File: src/rtl/rtc_cal_pkg.sv
package rtc_cal_pkg;

   localparam int DATA_W = 12;

   localparam logic [2:0] FLD_SEC  = 3'd0;
   localparam logic [2:0] FLD_MIN  = 3'd1;
   localparam logic [2:0] FLD_HOUR = 3'd2;
   localparam logic [2:0] FLD_WDAY = 3'd3;
   localparam logic [2:0] FLD_MDAY = 3'd4;
   localparam logic [2:0] FLD_MON  = 3'd5;
   localparam logic [2:0] FLD_YEAR = 3'd6;

   // Calendar held in binary; month is zero-based, year counts from the base.
   typedef struct packed {
      logic [10:0] year;
      logic [7:0]  mon;
      logic [7:0]  mday;
      logic [7:0]  wday;
      logic [7:0]  hour;
      logic [7:0]  min;
      logic [7:0]  sec;
   } cal_t;

   localparam cal_t CAL_RESET = '{year: 11'd0, mon: 8'd0, mday: 8'd1,
                                  wday: 8'd0, hour: 8'd0, min: 8'd0, sec: 8'd0};

   function automatic logic [7:0] bin2bcd8(input logic [7:0] x);
      logic [7:0] t;
      logic [7:0] u;
      t = x / 8'd10;
      u = x % 8'd10;
      return {t[3:0], u[3:0]};
   endfunction

   function automatic logic [7:0] bcd2bin8(input logic [7:0] v);
      return ({4'd0, v[7:4]} * 8'd10) + {4'd0, v[3:0]};
   endfunction

   function automatic logic [11:0] year2bcd(input logic [10:0] y);
      logic [10:0] lo;
      logic [10:0] hi;
      lo = y % 11'd100;
      hi = (y % 11'd1000) / 11'd100;
      return {hi[3:0], bin2bcd8(lo[7:0])};
   endfunction

   function automatic logic [10:0] bcd2year(input logic [11:0] v);
      return {3'd0, bcd2bin8(v[7:0])} + ({7'd0, v[11:8]} * 11'd100);
   endfunction

   function automatic logic is_leap(input logic [15:0] y);
      return (((y % 16'd4) == 16'd0) && ((y % 16'd100) != 16'd0))
             || ((y % 16'd400) == 16'd0);
   endfunction

endpackage

File: src/rtl/rtc_sec_prescaler.sv
module rtc_sec_prescaler #(
   parameter int TICKS_PER_SEC = 32768
) (
   input  logic clk,
   input  logic rst_n,
   input  logic enable,
   input  logic ref_tick,
   output logic boundary
);
   localparam int CW = (TICKS_PER_SEC > 2) ? $clog2(TICKS_PER_SEC) : 1;
   localparam bit IS_POW2 = ((1 << CW) == TICKS_PER_SEC);

   logic [CW-1:0] cnt_q;
   logic [CW-1:0] cnt_nxt;
   logic          terminal;

   generate
      if (IS_POW2) begin : g_pow2
         // Natural wrap of the counter marks the period.
         assign terminal = &cnt_q;
         assign cnt_nxt  = cnt_q + 1'b1;
      end else begin : g_cmp
         assign terminal = (cnt_q == CW'(TICKS_PER_SEC - 1));
         assign cnt_nxt  = terminal ? '0 : cnt_q + 1'b1;
      end
   endgenerate

   // Cleared while disabled, so a rising enable starts a full period.
   always_ff @(posedge clk or negedge rst_n) begin
      if (!rst_n) begin
         cnt_q <= '0;
      end else if (!enable) begin
         cnt_q <= '0;
      end else if (ref_tick) begin
         cnt_q <= cnt_nxt;
      end
   end

   assign boundary = enable & ref_tick & terminal;

endmodule

File: src/rtl/rtc_cal_advance.sv
module rtc_cal_advance
   import rtc_cal_pkg::*;
#(
   parameter int YEAR_BASE = 1900
) (
   input  cal_t cur,
   output cal_t nxt
);
   logic [8:0]  s1;
   logic [8:0]  m1;
   logic [8:0]  h1;
   logic [8:0]  w1;
   logic [8:0]  d1;
   logic [8:0]  mo1;
   logic [4:0]  dim;
   logic [15:0] yfull;

   always_comb begin
      yfull = 16'(cur.year) + 16'(YEAR_BASE);
      case (cur.mon)
         8'd1:                    dim = is_leap(yfull) ? 5'd29 : 5'd28;
         8'd3, 8'd5, 8'd8, 8'd10: dim = 5'd30;
         default:                 dim = 5'd31;
      endcase
   end

   always_comb begin
      s1  = {1'b0, cur.sec}  + 9'd1;
      m1  = {1'b0, cur.min}  + 9'd1;
      h1  = {1'b0, cur.hour} + 9'd1;
      w1  = {1'b0, cur.wday} + 9'd1;
      d1  = {1'b0, cur.mday} + 9'd1;
      mo1 = {1'b0, cur.mon}  + 9'd1;
      nxt = cur;
      if (s1 < 9'd60) begin
         nxt.sec = s1[7:0];
      end else begin
         nxt.sec = 8'd0;
         if (m1 < 9'd60) begin
            nxt.min = m1[7:0];
         end else begin
            nxt.min = 8'd0;
            if (h1 < 9'd24) begin
               nxt.hour = h1[7:0];
            end else begin
               nxt.hour = 8'd0;
               nxt.wday = (w1 >= 9'd7) ? 8'd0 : w1[7:0];
               if (d1 <= {4'd0, dim}) begin
                  nxt.mday = d1[7:0];
               end else begin
                  nxt.mday = 8'd1;
                  if (mo1 < 9'd12) begin
                     nxt.mon = mo1[7:0];
                  end else begin
                     nxt.mon  = 8'd0;
                     nxt.year = cur.year + 11'd1;
                  end
               end
            end
         end
      end
   end

endmodule

File: src/rtl/rtc_bcd_view.sv
module rtc_bcd_view
   import rtc_cal_pkg::*;
(
   input  cal_t        cal,
   output logic [7:0]  bcd_sec,
   output logic [7:0]  bcd_min,
   output logic [7:0]  bcd_hour,
   output logic [7:0]  bcd_wday,
   output logic [7:0]  bcd_mday,
   output logic [7:0]  bcd_mon,
   output logic [11:0] bcd_year
);
   assign bcd_sec  = bin2bcd8(cal.sec);
   assign bcd_min  = bin2bcd8(cal.min);
   assign bcd_hour = bin2bcd8(cal.hour);
   assign bcd_wday = bin2bcd8(cal.wday);
   assign bcd_mday = bin2bcd8(cal.mday);
   assign bcd_mon  = bin2bcd8(cal.mon + 8'd1);
   assign bcd_year = year2bcd(cal.year);
endmodule

File: src/rtl/rtc_calendar.sv
module rtc_calendar
   import rtc_cal_pkg::*;
#(
   parameter int TICKS_PER_SEC = 32768,
   parameter int YEAR_BASE     = 1900,
   parameter int ADDR_W        = 3
) (
   input  logic              clk,
   input  logic              rst_n,
   input  logic              enable,
   input  logic              ref_tick,
   input  logic              bus_wr,
   input  logic [ADDR_W-1:0] bus_addr,
   input  logic [11:0]       bus_wdata,
   output logic [11:0]       bus_rdata,
   output logic              sec_pulse,
   output logic [7:0]        bcd_sec,
   output logic [7:0]        bcd_min,
   output logic [7:0]        bcd_hour,
   output logic [7:0]        bcd_wday,
   output logic [7:0]        bcd_mday,
   output logic [7:0]        bcd_mon,
   output logic [11:0]       bcd_year
);
   generate
      if (TICKS_PER_SEC < 2) begin : g_bad_ticks
         $error("rtc_calendar: TICKS_PER_SEC must be at least 2");
      end
      if (ADDR_W < 3) begin : g_bad_addr
         $error("rtc_calendar: ADDR_W must be at least 3");
      end
   endgenerate

   cal_t       cal_q;
   cal_t       cal_adv;
   cal_t       cal_d;
   logic       boundary;
   logic       in_window;
   logic [2:0] fld;

   assign fld = bus_addr[2:0];

   generate
      if (ADDR_W > 3) begin : g_wide
         assign in_window = ~|bus_addr[ADDR_W-1:3];
      end else begin : g_narrow
         assign in_window = 1'b1;
      end
   endgenerate

   rtc_sec_prescaler #(.TICKS_PER_SEC(TICKS_PER_SEC)) u_presc (
      .clk      (clk),
      .rst_n    (rst_n),
      .enable   (enable),
      .ref_tick (ref_tick),
      .boundary (boundary)
   );

   rtc_cal_advance #(.YEAR_BASE(YEAR_BASE)) u_adv (
      .cur (cal_q),
      .nxt (cal_adv)
   );

   // Advanced time first, then the addressed field is overridden by a write.
   always_comb begin
      cal_d = boundary ? cal_adv : cal_q;
      if (bus_wr && enable && in_window) begin
         case (fld)
            FLD_SEC:  cal_d.sec  = bcd2bin8(bus_wdata[7:0]);
            FLD_MIN:  cal_d.min  = bcd2bin8(bus_wdata[7:0]);
            FLD_HOUR: cal_d.hour = bcd2bin8(bus_wdata[7:0]);
            FLD_WDAY: cal_d.wday = bcd2bin8(bus_wdata[7:0]);
            FLD_MDAY: cal_d.mday = bcd2bin8(bus_wdata[7:0]);
            FLD_MON:  cal_d.mon  = bcd2bin8(bus_wdata[7:0]) - 8'd1;
            FLD_YEAR: cal_d.year = bcd2year(bus_wdata);
            default:  ;
         endcase
      end
   end

   always_ff @(posedge clk or negedge rst_n) begin
      if (!rst_n) begin
         cal_q     <= CAL_RESET;
         sec_pulse <= 1'b0;
      end else begin
         cal_q     <= cal_d;
         sec_pulse <= boundary;
      end
   end

   rtc_bcd_view u_view (
      .cal      (cal_q),
      .bcd_sec  (bcd_sec),
      .bcd_min  (bcd_min),
      .bcd_hour (bcd_hour),
      .bcd_wday (bcd_wday),
      .bcd_mday (bcd_mday),
      .bcd_mon  (bcd_mon),
      .bcd_year (bcd_year)
   );

   always_comb begin
      bus_rdata = '0;
      if (in_window) begin
         case (fld)
            FLD_SEC:  bus_rdata = {4'd0, bcd_sec};
            FLD_MIN:  bus_rdata = {4'd0, bcd_min};
            FLD_HOUR: bus_rdata = {4'd0, bcd_hour};
            FLD_WDAY: bus_rdata = {4'd0, bcd_wday};
            FLD_MDAY: bus_rdata = {4'd0, bcd_mday};
            FLD_MON:  bus_rdata = {4'd0, bcd_mon};
            FLD_YEAR: bus_rdata = bcd_year;
            default:  bus_rdata = '0;
         endcase
      end
   end

endmodule

File: config.mk
export PLATFORM = sky130hd
export DESIGN_NAME = rtc_calendar
export DESIGN_NICKNAME = d
export VERILOG_FILES = /design/src/rtl/rtc_cal_pkg.sv /design/src/rtl/rtc_sec_prescaler.sv /design/src/rtl/rtc_cal_advance.sv /design/src/rtl/rtc_bcd_view.sv /design/src/rtl/rtc_calendar.sv
export SDC_FILE = /design/constraint.sdc
export NUM_CORES = 1
export LEC_CHECK = 0
export BUFFER_PORTS_ARGS = -buffer_cell sky130_fd_sc_hd__buf_2
export CORE_ASPECT_RATIO = 0.6
export CORE_MARGIN = 10
export CORE_UTILIZATION = 36
export DETAILED_ROUTE_END_ITERATION = 10
export GPL_TIMING_DRIVEN = 1
export MAX_ROUTING_LAYER = met4
export PLACE_DENSITY = 0.58
export SLEW_MARGIN = 20
export SYNTH_ARGS = -nofsm -noshare
export SYNTH_HDL_FRONTEND = slang
export SYNTH_HIERARCHICAL = 1
export SYNTH_SLANG_ARGS = --single-unit
File: constraint.sdc
create_clock -name clk -period 7.4 [get_ports clk]
set_input_delay 1.11 -clock clk [delete_from_list [all_inputs] [get_ports clk]]
set_output_delay 1.11 -clock clk [all_outputs]
set_load 0.02 [all_outputs]
==> results.py <==
metrics = {
    "timing": {
        "fmax_mhz": 141,
        "hold_viol": 0,
        "fin_crit_ps": 7090,
        "slew_viol_final": 0,
        "max-slew-margin-rel": 0.267,
        "setup_viol": 0,
        "clock-skew-final_ps": 8.02,
        "max_slew.worst_pin.slew_ps": 1100,
        "period_share": 0.958,
    },
    "global_routing": {
        "grt_max_degree": 73,
        "grt_pass1_vias": 11400,
        "grt_usage": 0.180,
        "antenna_found_initial": 2,
        "grt_pass1_wl_mm": 63.2,
        "grt-ovfl-total": 0,
    },
    "logic_synthesis": {
        "synth-main-ff-cell": "dfrtp_1",
        "async_flop_share": 1.00,
        "ys_ff_latch": 75,
        "synth_top_cell_area_share": 0.146,
        "ys_top_cells_by_count": "nand2_1 (166), o21ai_0 (142), nor2_1 (131)",
        "yosysSeqAreaShare": 0.148,
        "synthCells": 1717,
        "netlist_top_cells_area": "dfrtp_1 (15%), mux2i_1 (5.8%), o21ai_0 (5.6%), ha_1 (5.0%), nand2_1 (4.9%)",
        "avgSynthCellArea_um2": 7.39,
        "synth.most_common_cell": "nand2_1",
        "syn_area_um2": 12700,
        "synth_largest_area_cell": "dfrtp_1",
        "ys_types": 126,
        "synth_edf_count": 0,
        "synth-warning-count": 6,
    },
    "floorplan": {
        "start_util": 0.364,
        "die-width_um": 262,
        "std_cell_rows": 53,
        "boundaryPins": 93,
        "die_y_um": 165,
        "design.die.area_um2": 43400,
        "core_um2": 34900,
    },
    "place": {
        "dp_hpwl_mm": 30.7,
        "place.gp.congestion": 0.930,
        "post-place-cells": 2209,
        "portBuffers": 92,
    },
    "drt": {
        "wl_per_cell_um": 18.2,
        "vias": 13200,
        "ant_nets": 0,
        "dr_wl_met2_mm": 15.6,
        "route.detailed.drc": 0,
        "drtPass1Iterations": 5,
        "via_per_inst": 5.91,
        "wl_met3_mm": 3.66,
        "drtIter0Drc": 1448,
        "drt_wl_total_mm": 40.6,
        "wl_met1_mm": 20.5,
        "top_layer_used": "met4",
    },
    "worst_setup_path": {
        "reg2reg_from": "cal_q[50]",
        "startpoint": "cal_q[50]",
        "ff2ff_path_depth": 31,
        "r2r_slack_ps": 310,
        "worstSetupEndpointType": "flop",
        "critical_path_required_ps": 7650,
        "cp-start-kind": "flop",
        "critPathKind": "reg2reg",
        "slowest_stage": "or4_4",
        "arrival_ps": 7330,
        "cpPeakStageDelay_ps": 580,
        "rr_endpoint": "cal_q[55]",
        "crit_fanout": 7,
    },
    "clocking": {
        "clk_pin_slew_worst_paths_ps": 60,
        "cts_buffers": 9,
        "cts_root_buffer": "clkbuf_16",
        "hold_buffers": 0,
        "clkLatencyLatePin_ps": 350,
        "clk_path_buf_depth": 2,
        "cts_tree": "built",
        "cts.sinks": 75,
        "htree_levels": 3,
    },
    "layout": {
        "n_fill_cell": 3568,
        "drive_gt1_frac": 0.158,
        "nets": 1833,
        "syn2layout_area_growth_pct": 10.5,
        "final_cells": 2232,
    },
    "run": {
        "cap_violations": 0,
    },
    "min_path": {
        "min_path_cells": 2,
        "min_to": "u_presc/cnt_q[13]",
        "hp-class": "reg2reg",
        "worstHoldStart": "u_presc/cnt_q[13]",
    },
    "run_status": {
        "status": "finished clean",
    },
}
[per-layer routing]
layer / global-route usage / vias to the layer above
met5: - / -
met4: 0.0442 / 0
met3: 0.0414 / 47
met2: 0.236 / 587
met1: 0.267 / 6180
li1: - / 6387
[critical path, delay by kind of cell (launching register included)]
kind                       cells  cell delay (ps)
adders and majority gates      2              620
DFF                            1              370
muxes                          1              130
and+or+nand+nor               13             2720
xor gates and xnor gates       2              250
AOI/OAI and AO/OA             11             2540
buffers and inverters          2              340
[through the flow]
| stage | setup TNS [ps] | util | instance area, µm² | hold WS [ps] | setup WS [ps] |
|---|---|---|---|---|---|
| after floorplan | 0 | - | 12700 | 510 | 49.2 |
| after global placement | 0 | 0.387 | 13500 | 526 | 173 |
| after detailed placement | 0 | 0.387 | 13500 | 542 | 4.99 |
| after CTS | 0 | 0.396 | 13800 | 550 | 20.8 |
| after global routing | -40.0 | 0.402 | 14000 | 573 | -40.0 |
| final | 0 | 0.402 | 14000 | 541 | 314 |
[what timing repair did]
| item | CTS | global route |
|---|---|---|
| endpoints found under the setup margin | 1 | 18 |
| cloned | 0 | 0 |
| buffers inserted | 0 | 5 |
| pin swaps | 0 | 6 |
| resized for setup | 1 | 30 |
[how the worst max path moves through the flow]
stage / to / cells past startpoint / slack [ps]
final: cal_q[55] / 31 / 310
after global routing: cal_q[55] / 32 / -40
after CTS: cal_q[55] / 29 / 20
after detailed placement: cal_q[55] / 31 / 5
after global placement: cal_q[55] / 31 / 170
after floorplan: cal_q[55] / 32 / 50
[area by class of cell]
| type | instances | area, µm² | area share |
|---|---|---|---|
| well taps | 467 | 584 | 0.0417 |
| clock inverters | 4 | 73.8 | 0.00526 |
| clock buffers | 12 | 246 | 0.0176 |
| flip-flops and latches | 75 | 1880 | 0.134 |
| inverters | 88 | 330 | 0.0236 |
| repair buffers | 139 | 816 | 0.0582 |
| multi-input cells | 1445 | 10100 | 0.719 |
| diodes | 2 | 5.00 | 0.000357 |
[kinds of logic after synthesis]
family / count (synthesis) / synth area share
AOI/OAI and AO/OA: 541 / 0.295
xor gates and xnor gates: 112 / 0.0846
adders and majority gates: 60 / 0.0607
buffers and inverters: 198 / 0.0712
DFF: 75 / 0.148
muxes: 95 / 0.0832
other: 1 / 0.000296
and+or+nand+nor: 635 / 0.257
[placed cells by master (no fill, tap or decap), types with 33 or more instances in the layout]
cell type / Yosys / final
a21oi_1: 110 / 106
buf_2: 19 / 91
buf_4: 12 / 48
dfrtp_1: 74 / 74
ha_1: 51 / 50
inv_1: 87 / 87
mux2i_1: 74 / 74
nand2_1: 166 / 166
nand2b_1: 41 / 40
nand3_1: 67 / 67
nor2_1: 131 / 130
nor2b_1: 39 / 37
o21ai_0: 142 / 141
xnor2_1: 67 / 65
xor2_1: 35 / 33
[sequential cells by signal, indices dropped and copies added, names as in the netlist]
name and flops:
cal_q 59, sec_pulse 1, u_presc/cnt_q 15
Power is not shown: default switching activity piles up to over one toggle a cycle in this logic, so the estimate is an artifact.
